--- config.mk ---
export PLATFORM = sky130hd
export DESIGN_NAME = memseq_top
export DESIGN_NICKNAME = d
export VERILOG_FILES = /design/src/rtl/memseq_pkg.sv /design/src/rtl/memseq_ram.sv /design/src/rtl/memseq_timer.sv /design/src/rtl/memseq_core.sv /design/src/rtl/memseq_top.sv
export SDC_FILE = /design/constraint.sdc
export NUM_CORES = 1
export LEC_CHECK = 0
export BUFFER_PORTS_ARGS = -buffer_cell sky130_fd_sc_hd__buf_2
export CAP_MARGIN = 20
export CORE_MARGIN = 2
export CORE_UTILIZATION = 58
export DETAILED_ROUTE_END_ITERATION = 8
export MAX_ROUTING_LAYER = met4
export PLACE_DENSITY = 0.8
export SLEW_MARGIN = 40
export SYNTH_ARGS = -nofsm -noshare
export SYNTH_HDL_FRONTEND = slang
export SYNTH_SLANG_ARGS = --single-unit
--- constraint.sdc ---
create_clock -name clk -period 4.1 [get_ports clk]
set_clock_uncertainty 0.2 [all_clocks]
set_input_delay 0.82 -clock clk [delete_from_list [all_inputs] [get_ports clk]]
set_output_delay 0.82 -clock clk [all_outputs]
set_load 0.005 [all_outputs]
--- src/rtl/memseq_pkg.sv ---
package memseq_pkg;
    // Pattern word layout shared by the store, the core and the host.
    localparam int CTRL_W = 16;
    localparam int WORD_W = 24;
    localparam int AW     = 6;

    typedef struct packed {
        logic [WORD_W-CTRL_W-4:0] spare;
        logic                     rep;
        logic                     fin;
        logic                     ack;
        logic [CTRL_W-1:0]        ctrl;
    } pword_t;

    localparam logic [AW-1:0] REFR_ENTRY = 6'h30;
    localparam logic [AW-1:0] EXC_ENTRY  = 6'h3C;

    // Entry point for each bus access kind.
    function automatic logic [AW-1:0] bus_entry(input logic [1:0] kind);
        case (kind)
            2'd0:    return 6'h00;
            2'd1:    return 6'h08;
            2'd2:    return 6'h18;
            default: return 6'h20;
        endcase
    endfunction
endpackage

--- src/rtl/memseq_ram.sv ---
// Pattern store: single write port from the host, asynchronous read by the
// sequencer index. Assumes the host does not rewrite a word in the same
// cycle the core relies on it (the new value is seen from the next cycle).
module memseq_ram #(
    parameter int DEPTH = 64,
    parameter int W     = 24,
    localparam int AW   = $clog2(DEPTH)
) (
    input  logic          clk,
    input  logic          we,
    input  logic [AW-1:0] waddr,
    input  logic [W-1:0]  wdata,
    input  logic [AW-1:0] raddr,
    output logic [W-1:0]  rdata
);
    logic [W-1:0] mem [DEPTH];

    // Host write of one pattern word.
    always_ff @(posedge clk) begin
        if (we) mem[waddr] <= wdata;
    end

    assign rdata = mem[raddr];
endmodule

--- src/rtl/memseq_timer.sv ---
// Refresh interval timer: pulses tick once every `period` cycles.
// A period of zero holds the timer stopped; restart clears the count.
module memseq_timer #(
    parameter int TW = 16
) (
    input  logic          clk,
    input  logic          rst_n,
    input  logic [TW-1:0] period,
    input  logic          restart,
    output logic          tick
);
    logic [TW-1:0] cnt;

    assign tick = (period != '0) && (cnt == period - 1'b1);

    // Count cycles since the last tick or restart.
    always_ff @(posedge clk) begin
        if (!rst_n)                                 cnt <= '0;
        else if (restart || tick || period == '0)   cnt <= '0;
        else                                        cnt <= cnt + 1'b1;
    end


    tick_wrap_chk: assert property (@(posedge clk) disable iff (!rst_n)
        tick |=> (cnt == '0));
endmodule

--- src/rtl/memseq_core.sv ---
// Sequencer core: arbitrates between abort, refresh and bus requests,
// steps the pattern index one word per clock, handles repeat and end
// flags, and cuts off patterns that never reach an end word.
// Assumes an asynchronous-read pattern store addressed by idx.
module memseq_core
    import memseq_pkg::*;
#(
    parameter int STEP_LIMIT = 64,
    parameter int CW         = 8,
    localparam int SW        = $clog2(STEP_LIMIT)
) (
    input  logic              clk,
    input  logic              rst_n,
    input  pword_t            word,
    input  logic              req_valid,
    input  logic [1:0]        req_kind,
    input  logic              abort_in,
    input  logic              refr_tick,
    input  logic [AW-1:0]     sect_start,
    input  logic [CW-1:0]     rep_count,
    input  logic [CTRL_W-1:0] idle_ctrl,
    output logic [AW-1:0]     idx,
    output logic [CTRL_W-1:0] ctrl_out,
    output logic              ack_out,
    output logic              busy,
    output logic              req_grant,
    output logic              runaway_err
);
    logic          running;
    logic          refr_pend;
    logic [CW-1:0] rep_left;
    logic [SW-1:0] step_cnt;
    logic          abort, start_refr, runaway;

    // Priority: abort, then pending refresh, then bus request.
    always_comb begin
        abort      = running && abort_in;
        start_refr = !running && refr_pend;
        req_grant  = !running && !refr_pend && req_valid;
        runaway    = running && !abort && !word.fin
                     && (step_cnt == SW'(STEP_LIMIT - 1));
    end

    // Remember a refresh tick until its pattern starts.
    always_ff @(posedge clk) begin
        if (!rst_n) refr_pend <= 1'b0;
        else        refr_pend <= refr_tick | (refr_pend & !start_refr);
    end

    // Pattern start, stepping, repeat and termination.
    always_ff @(posedge clk) begin
        if (!rst_n) begin
            running     <= 1'b0;
            idx         <= '0;
            rep_left    <= '0;
            step_cnt    <= '0;
            runaway_err <= 1'b0;
        end else if (abort) begin
            running  <= 1'b1;
            idx      <= EXC_ENTRY;
            rep_left <= rep_count;
            step_cnt <= '0;
        end else if (start_refr || req_grant) begin
            running  <= 1'b1;
            idx      <= start_refr ? REFR_ENTRY : bus_entry(req_kind);
            rep_left <= rep_count;
            step_cnt <= '0;
        end else if (running) begin
            if (word.fin || runaway) begin
                running <= 1'b0;
                if (runaway) runaway_err <= 1'b1;
            end else begin
                step_cnt <= step_cnt + 1'b1;
                if (word.rep && rep_left != '0) begin
                    idx      <= sect_start;
                    rep_left <= rep_left - 1'b1;
                end else begin
                    idx <= idx + 1'b1;
                end
            end
        end
    end

    // Drive lines from the current word, or the idle level.
    always_comb begin
        busy     = running;
        ctrl_out = running ? word.ctrl : idle_ctrl;
        ack_out  = running && word.ack;
    end


    grant_start_chk: assert property (@(posedge clk) disable iff (!rst_n)
        req_grant |=> running);

    end_word_chk: assert property (@(posedge clk) disable iff (!rst_n)
        (running && word.fin && !abort_in) |=> !running);

    refr_first_chk: assert property (@(posedge clk) disable iff (!rst_n)
        (refr_pend && !running) |=> (running && idx == REFR_ENTRY));

    abort_entry_chk: assert property (@(posedge clk) disable iff (!rst_n)
        abort |=> (running && idx == EXC_ENTRY));

    err_sticky_chk: assert property (@(posedge clk) disable iff (!rst_n)
        runaway_err |=> runaway_err);

    runaway_idle_chk: assert property (@(posedge clk) disable iff (!rst_n)
        $rose(runaway_err) |-> !running);
endmodule

--- src/rtl/memseq_top.sv ---
// Memory cycle sequencer top: host register decode, pattern store,
// refresh timer and sequencer core. Assumes host writes and requests
// are synchronous to clk.
module memseq_top
    import memseq_pkg::*;
#(
    parameter int DEPTH = 64,
    parameter int TW    = 16,
    parameter int CW    = 8,
    parameter int HAW   = 7
) (
    input  logic              clk,
    input  logic              rst_n,
    input  logic              req_valid,
    input  logic [1:0]        req_kind,
    output logic              req_grant,
    input  logic              bus_err,
    input  logic              mon_timeout,
    input  logic              host_we,
    input  logic [HAW-1:0]    host_addr,
    input  logic [WORD_W-1:0] host_wdata,
    output logic [CTRL_W-1:0] ctrl_out,
    output logic              ack_out,
    output logic              busy,
    output logic              runaway_err
);
    localparam logic [HAW-1:0] A_PERIOD = HAW'(DEPTH);
    localparam logic [HAW-1:0] A_SECT   = HAW'(DEPTH + 1);
    localparam logic [HAW-1:0] A_COUNT  = HAW'(DEPTH + 2);
    localparam logic [HAW-1:0] A_IDLE   = HAW'(DEPTH + 3);

    logic [TW-1:0]     period_q;
    logic [AW-1:0]     sect_q;
    logic [CW-1:0]     count_q;
    logic [CTRL_W-1:0] idle_q;
    logic [AW-1:0]     idx;
    logic [WORD_W-1:0] rdata;
    logic              tick, ram_we;

    assign ram_we = host_we && (host_addr < HAW'(DEPTH));

    // Host-written configuration registers.
    always_ff @(posedge clk) begin
        if (!rst_n) begin
            period_q <= '0;
            sect_q   <= '0;
            count_q  <= '0;
            idle_q   <= '0;
        end else if (host_we) begin
            if (host_addr == A_PERIOD) period_q <= host_wdata[TW-1:0];
            if (host_addr == A_SECT)   sect_q   <= host_wdata[AW-1:0];
            if (host_addr == A_COUNT)  count_q  <= host_wdata[CW-1:0];
            if (host_addr == A_IDLE)   idle_q   <= host_wdata[CTRL_W-1:0];
        end
    end

    memseq_ram #(.DEPTH(DEPTH), .W(WORD_W)) u_ram (
        .clk   (clk),
        .we    (ram_we),
        .waddr (host_addr[AW-1:0]),
        .wdata (host_wdata),
        .raddr (idx),
        .rdata (rdata)
    );

    memseq_timer #(.TW(TW)) u_timer (
        .clk     (clk),
        .rst_n   (rst_n),
        .period  (period_q),
        .restart (host_we && host_addr == A_PERIOD),
        .tick    (tick)
    );

    memseq_core #(.STEP_LIMIT(DEPTH), .CW(CW)) u_core (
        .clk         (clk),
        .rst_n       (rst_n),
        .word        (pword_t'(rdata)),
        .req_valid   (req_valid),
        .req_kind    (req_kind),
        .abort_in    (bus_err || mon_timeout),
        .refr_tick   (tick),
        .sect_start  (sect_q),
        .rep_count   (count_q),
        .idle_ctrl   (idle_q),
        .idx         (idx),
        .ctrl_out    (ctrl_out),
        .ack_out     (ack_out),
        .busy        (busy),
        .req_grant   (req_grant),
        .runaway_err (runaway_err)
    );


    idle_ack_chk: assert property (@(posedge clk) disable iff (!rst_n)
        !busy |-> (!ack_out && ctrl_out == idle_q));
endmodule

==> impl_metrics.toml <==
[yosys]
synth.area.top_cells = "edfxtp_1, mux4_2, dfxtp_1"
synth_nets = 2416
synth_seq_area_share_pct = 75.1
syn_area_per_cell_um2 = 21.5
synth_ff_type = "edfxtp_1"
synthArstFlopShare_pct = 0
synth_top_area_share_pct = 71.7
synth_enable_flop_cells = 1216
yosysTopAreaCell = "edfxtp_1"
synth_seq_cells = 1301
syn_inst = 2369
synth_area_um2 = 50900
ys_warn_count = 0
ys_types = 74

[route]
wl_um = 132000
drc_errors = 0
wl_met1_um = 46000
ant_nets = 0
route.met2.wl_um = 65400
wl_per_cell_um = 34.1
wl_met3_um = 15500
num_vias = 26390
drt_iter0_drc = 3954
vias_per_cell = 6.81
firstDrtPassIters = 6
top_layer = "met4"

[pwr]
p_leak_uw = 0.0181
power.density_nw_per_um2 = 566
power.total_uw = 33100
ir_worst_vdd_mv = 0.403

[setup_path]
critPathSlowestCell = "mux4_2"
r2r_slack_ns = 0.34
slowest_delay_ns = 0.57
crit_start = "u_core.idx[0]$_SDFFE_PP0P_"
reg2reg_to = "u_core.idx[2]$_SDFFE_PN0P_"
crit-reg2reg-launch = "u_core.idx[0]$_SDFFE_PP0P_"
setup.worst_path.class = "flip-flop to output port"
arrival_ns = 3.76
cp-start-kind = "flip-flop"
worstPathMaxFanout = 11
worstRegToRegCells = 14
end_kind = "output port"
crit_buf_inv = 4
endpoint = "ctrl_out[14]"
crit_chain = "buf_12, buf_12, buf_16, mux4_2, mux4_2, mux4_2, mux2_2, buf_2"
cp_top_family = "multiplexers"
cp.required_ns = 3.08
cp.depth = 8
crit_path_frequent_cell = "mux4_2"

[timing]
rsz0062_at_grt = "true"
maxSlewViolCount = 0
setup_viol = 17
finalHoldViolCount = 0
fin_crit_sh_pct = 117
worstMarginPinSlew_ns = 0.849
timing.fmax_mhz = 209
fin_ws_ns = -0.680
max_slew_margin_pct = 42.8
min_period_ns = 4.78

[final_layout]
multiInputGateArea_um2 = 12200
nNetsFinal = 2658
area_growth_pct = 14.8
n_fill_cell = 5051
instances_no_fill = 3877
drive_gt1_share_pct = 34.5
utilization_pct = 67.2
regArea_um2 = 38200

[floorplanning]
dieArea_um2 = 90200
initial_core_util_pct = 58.6
fp.dieW_um = 300
fp.dieH_um = 300
rows = 108
placeableCoreArea_um2 = 86900
pin_count = 59

[clock_tree]
insertion_delay_ns = 0.69
cts_root_buf = "clkbuf_16"
clk_transition_reported_paths_ns = 0.06
clock-sinks = 1301
cts.path.max_buffers = 3
cts_max_level = 3
holdBufCountCts = 0
cts_buffers = 121
cts_tree = "yes"

[placement]
dp_hpwl_um = 72800
io_buffers = 53
gp_congestion = 0.912
pre_cts_slack_ns = -0.0362
dp.cells = 3613

[run]
maxCapViolations = 0

[run_status]
violations = "setup timing"
status = "finished, violations left"

[global_routing]
grt_overflow_total = 0
grt_pass1_wl_um = 187000
antenna_found_initial = 12
grt_pass1_vias = 26704
grt_max_degree = 69
grt_usage_pct = 30.4

[worst_hold_path]
min-delay-path-class = "flip-flop to flip-flop"
[where the power goes]
part	internal, uW	total (uW)	switching (uW)
clock network	6700	11500	4780
registers	14600	14800	159
logic	3340	6850	3510
[synthesized netlist by cell type (13+ instances only)]
cell type and number:
clkbuf_1 50, mux4_2 382, buf_2 23, mux2i_1 30, nand2_1 106, a21oi_1 47
edfxtp_1 1216, buf_4 24, nand3_1 24, buf_1 17, xnor2_1 35, mux2_2 24
xor2_1 13, nor2_1 115, dfxtp_1 85
[worst register-to-register path: cells and delay by family (launching register included)]
kind,cells,cell delay [ns]
buffers and inverters,6,1.07
multiplexers,2,0.75
AND/OR/NAND/NOR,2,0.65
AO/OA/AOI/OAI,4,0.58
flip-flops,1,0.36
[cell type report]
class | instances | share of cell area (%)
Antenna cell | 9 | 0.0385
Clock buffer | 153 | 5.61
Clock inverter | 72 | 1.36
Inverter | 12 | 0.0814
Multi-Input combinational cell | 931 | 20.9
Sequential cell | 1301 | 65.4
Tap cell | 1155 | 2.47
Timing Repair Buffer | 244 | 4.14
[layout by cell type, fill, tap and decap left out, types with 5 or more instances in the layout]
master	synthesis	layout
a21oi_1	47	47
a22oi_1	5	5
and2_1	5	5
and3_1	6	5
buf_12	0	30
buf_16	0	9
buf_2	23	32
buf_4	24	152
buf_6	11	13
buf_8	0	5
bufinv_16	0	17
clkbuf_1	50	22
clkbuf_16	0	124
clkbuf_8	0	6
clkinv_1	0	18
clkinv_2	0	30
dfxtp_1	85	80
diode_2	0	9
edfxtp_1	1216	1216
ha_1	8	8
inv_1	11	11
mux2_2	24	11
mux2_4	0	13
mux2i_1	30	30
mux4_2	382	382
nand2_1	106	105
nand3_1	24	24
nand3b_1	6	6
nor2_1	115	51
nor2_2	10	74
nor2b_1	6	6
nor3_1	12	12
o21ai_0	11	11
xnor2_1	35	35
xor2_1	13	13
[per-layer routing]
metal / track usage (%) / up-vias
li1: - / 10338
met1: 39.1 / 13750
met2: 47.7 / 1950
met3: 7.25 / 352
met4: 11.2 / 0
met5: - / -
[through the flow]
step           hold WS (ns)  TNS (ns)  instance area [um2]
6_report              0.263    -10.48                58400
5_1_grt               0.283    -11.23                58400
4_1_cts               0.260    -10.38                58200
3_5_place_dp          0.247    -0.136                53800
3_3_place_gp          0.239   -0.0139                53700
2_1_floorplan         0.234         0                50900
[cells by family after synthesis]
kind of cell	after synthesis	synth area share, %
AOI/OAI and AO/OA	109	1.41
xor gates and xnor gates	48	0.826
adders and majority gates	8	0.197
buffers and inverters	137	1.41
DFF	1301	75.1
muxes	436	18.0
and+or+nand+nor	330	3.07
[sequential cells by signal, summed over array words and instances (netlist names), 6 cells and up]
signal and count:
u_ram.mem 1216, idle_q 16, period_q 16, u_timer.cnt 16, count_q 8, u_core.rep_left 8, sect_q 6, u_core.idx 6
u_core.step_cnt 6
[how the worst min path moves through the flow]
stage | cells after the start | end | from | slack (ns)
after floorplan | 2 | idle_q[0]$_SDFFE_PN0P_ | idle_q[0]$_SDFFE_PN0P_ | 0.23
after global placement | 2 | idle_q[0]$_SDFFE_PN0P_ | idle_q[0]$_SDFFE_PN0P_ | 0.24
after detailed placement | 2 | idle_q[10]$_SDFFE_PN0P_ | idle_q[10]$_SDFFE_PN0P_ | 0.25
after CTS | 2 | idle_q[15]$_SDFFE_PN0P_ | idle_q[15]$_SDFFE_PN0P_ | 0.26
after global routing | 2 | idle_q[2]$_SDFFE_PN0P_ | idle_q[2]$_SDFFE_PN0P_ | 0.28
final | 2 | idle_q[15]$_SDFFE_PN0P_ | idle_q[15]$_SDFFE_PN0P_ | 0.26
[repair_timing]
item / in CTS / in global routing
gates cloned: 3 / 0
pin swaps: 0 / 0
endpoints found under the setup margin: 17 / 17
resized for setup: 19 / 36
buffers inserted: 17 / 9
No activity file was read; power rests on OpenSTA's default activity.
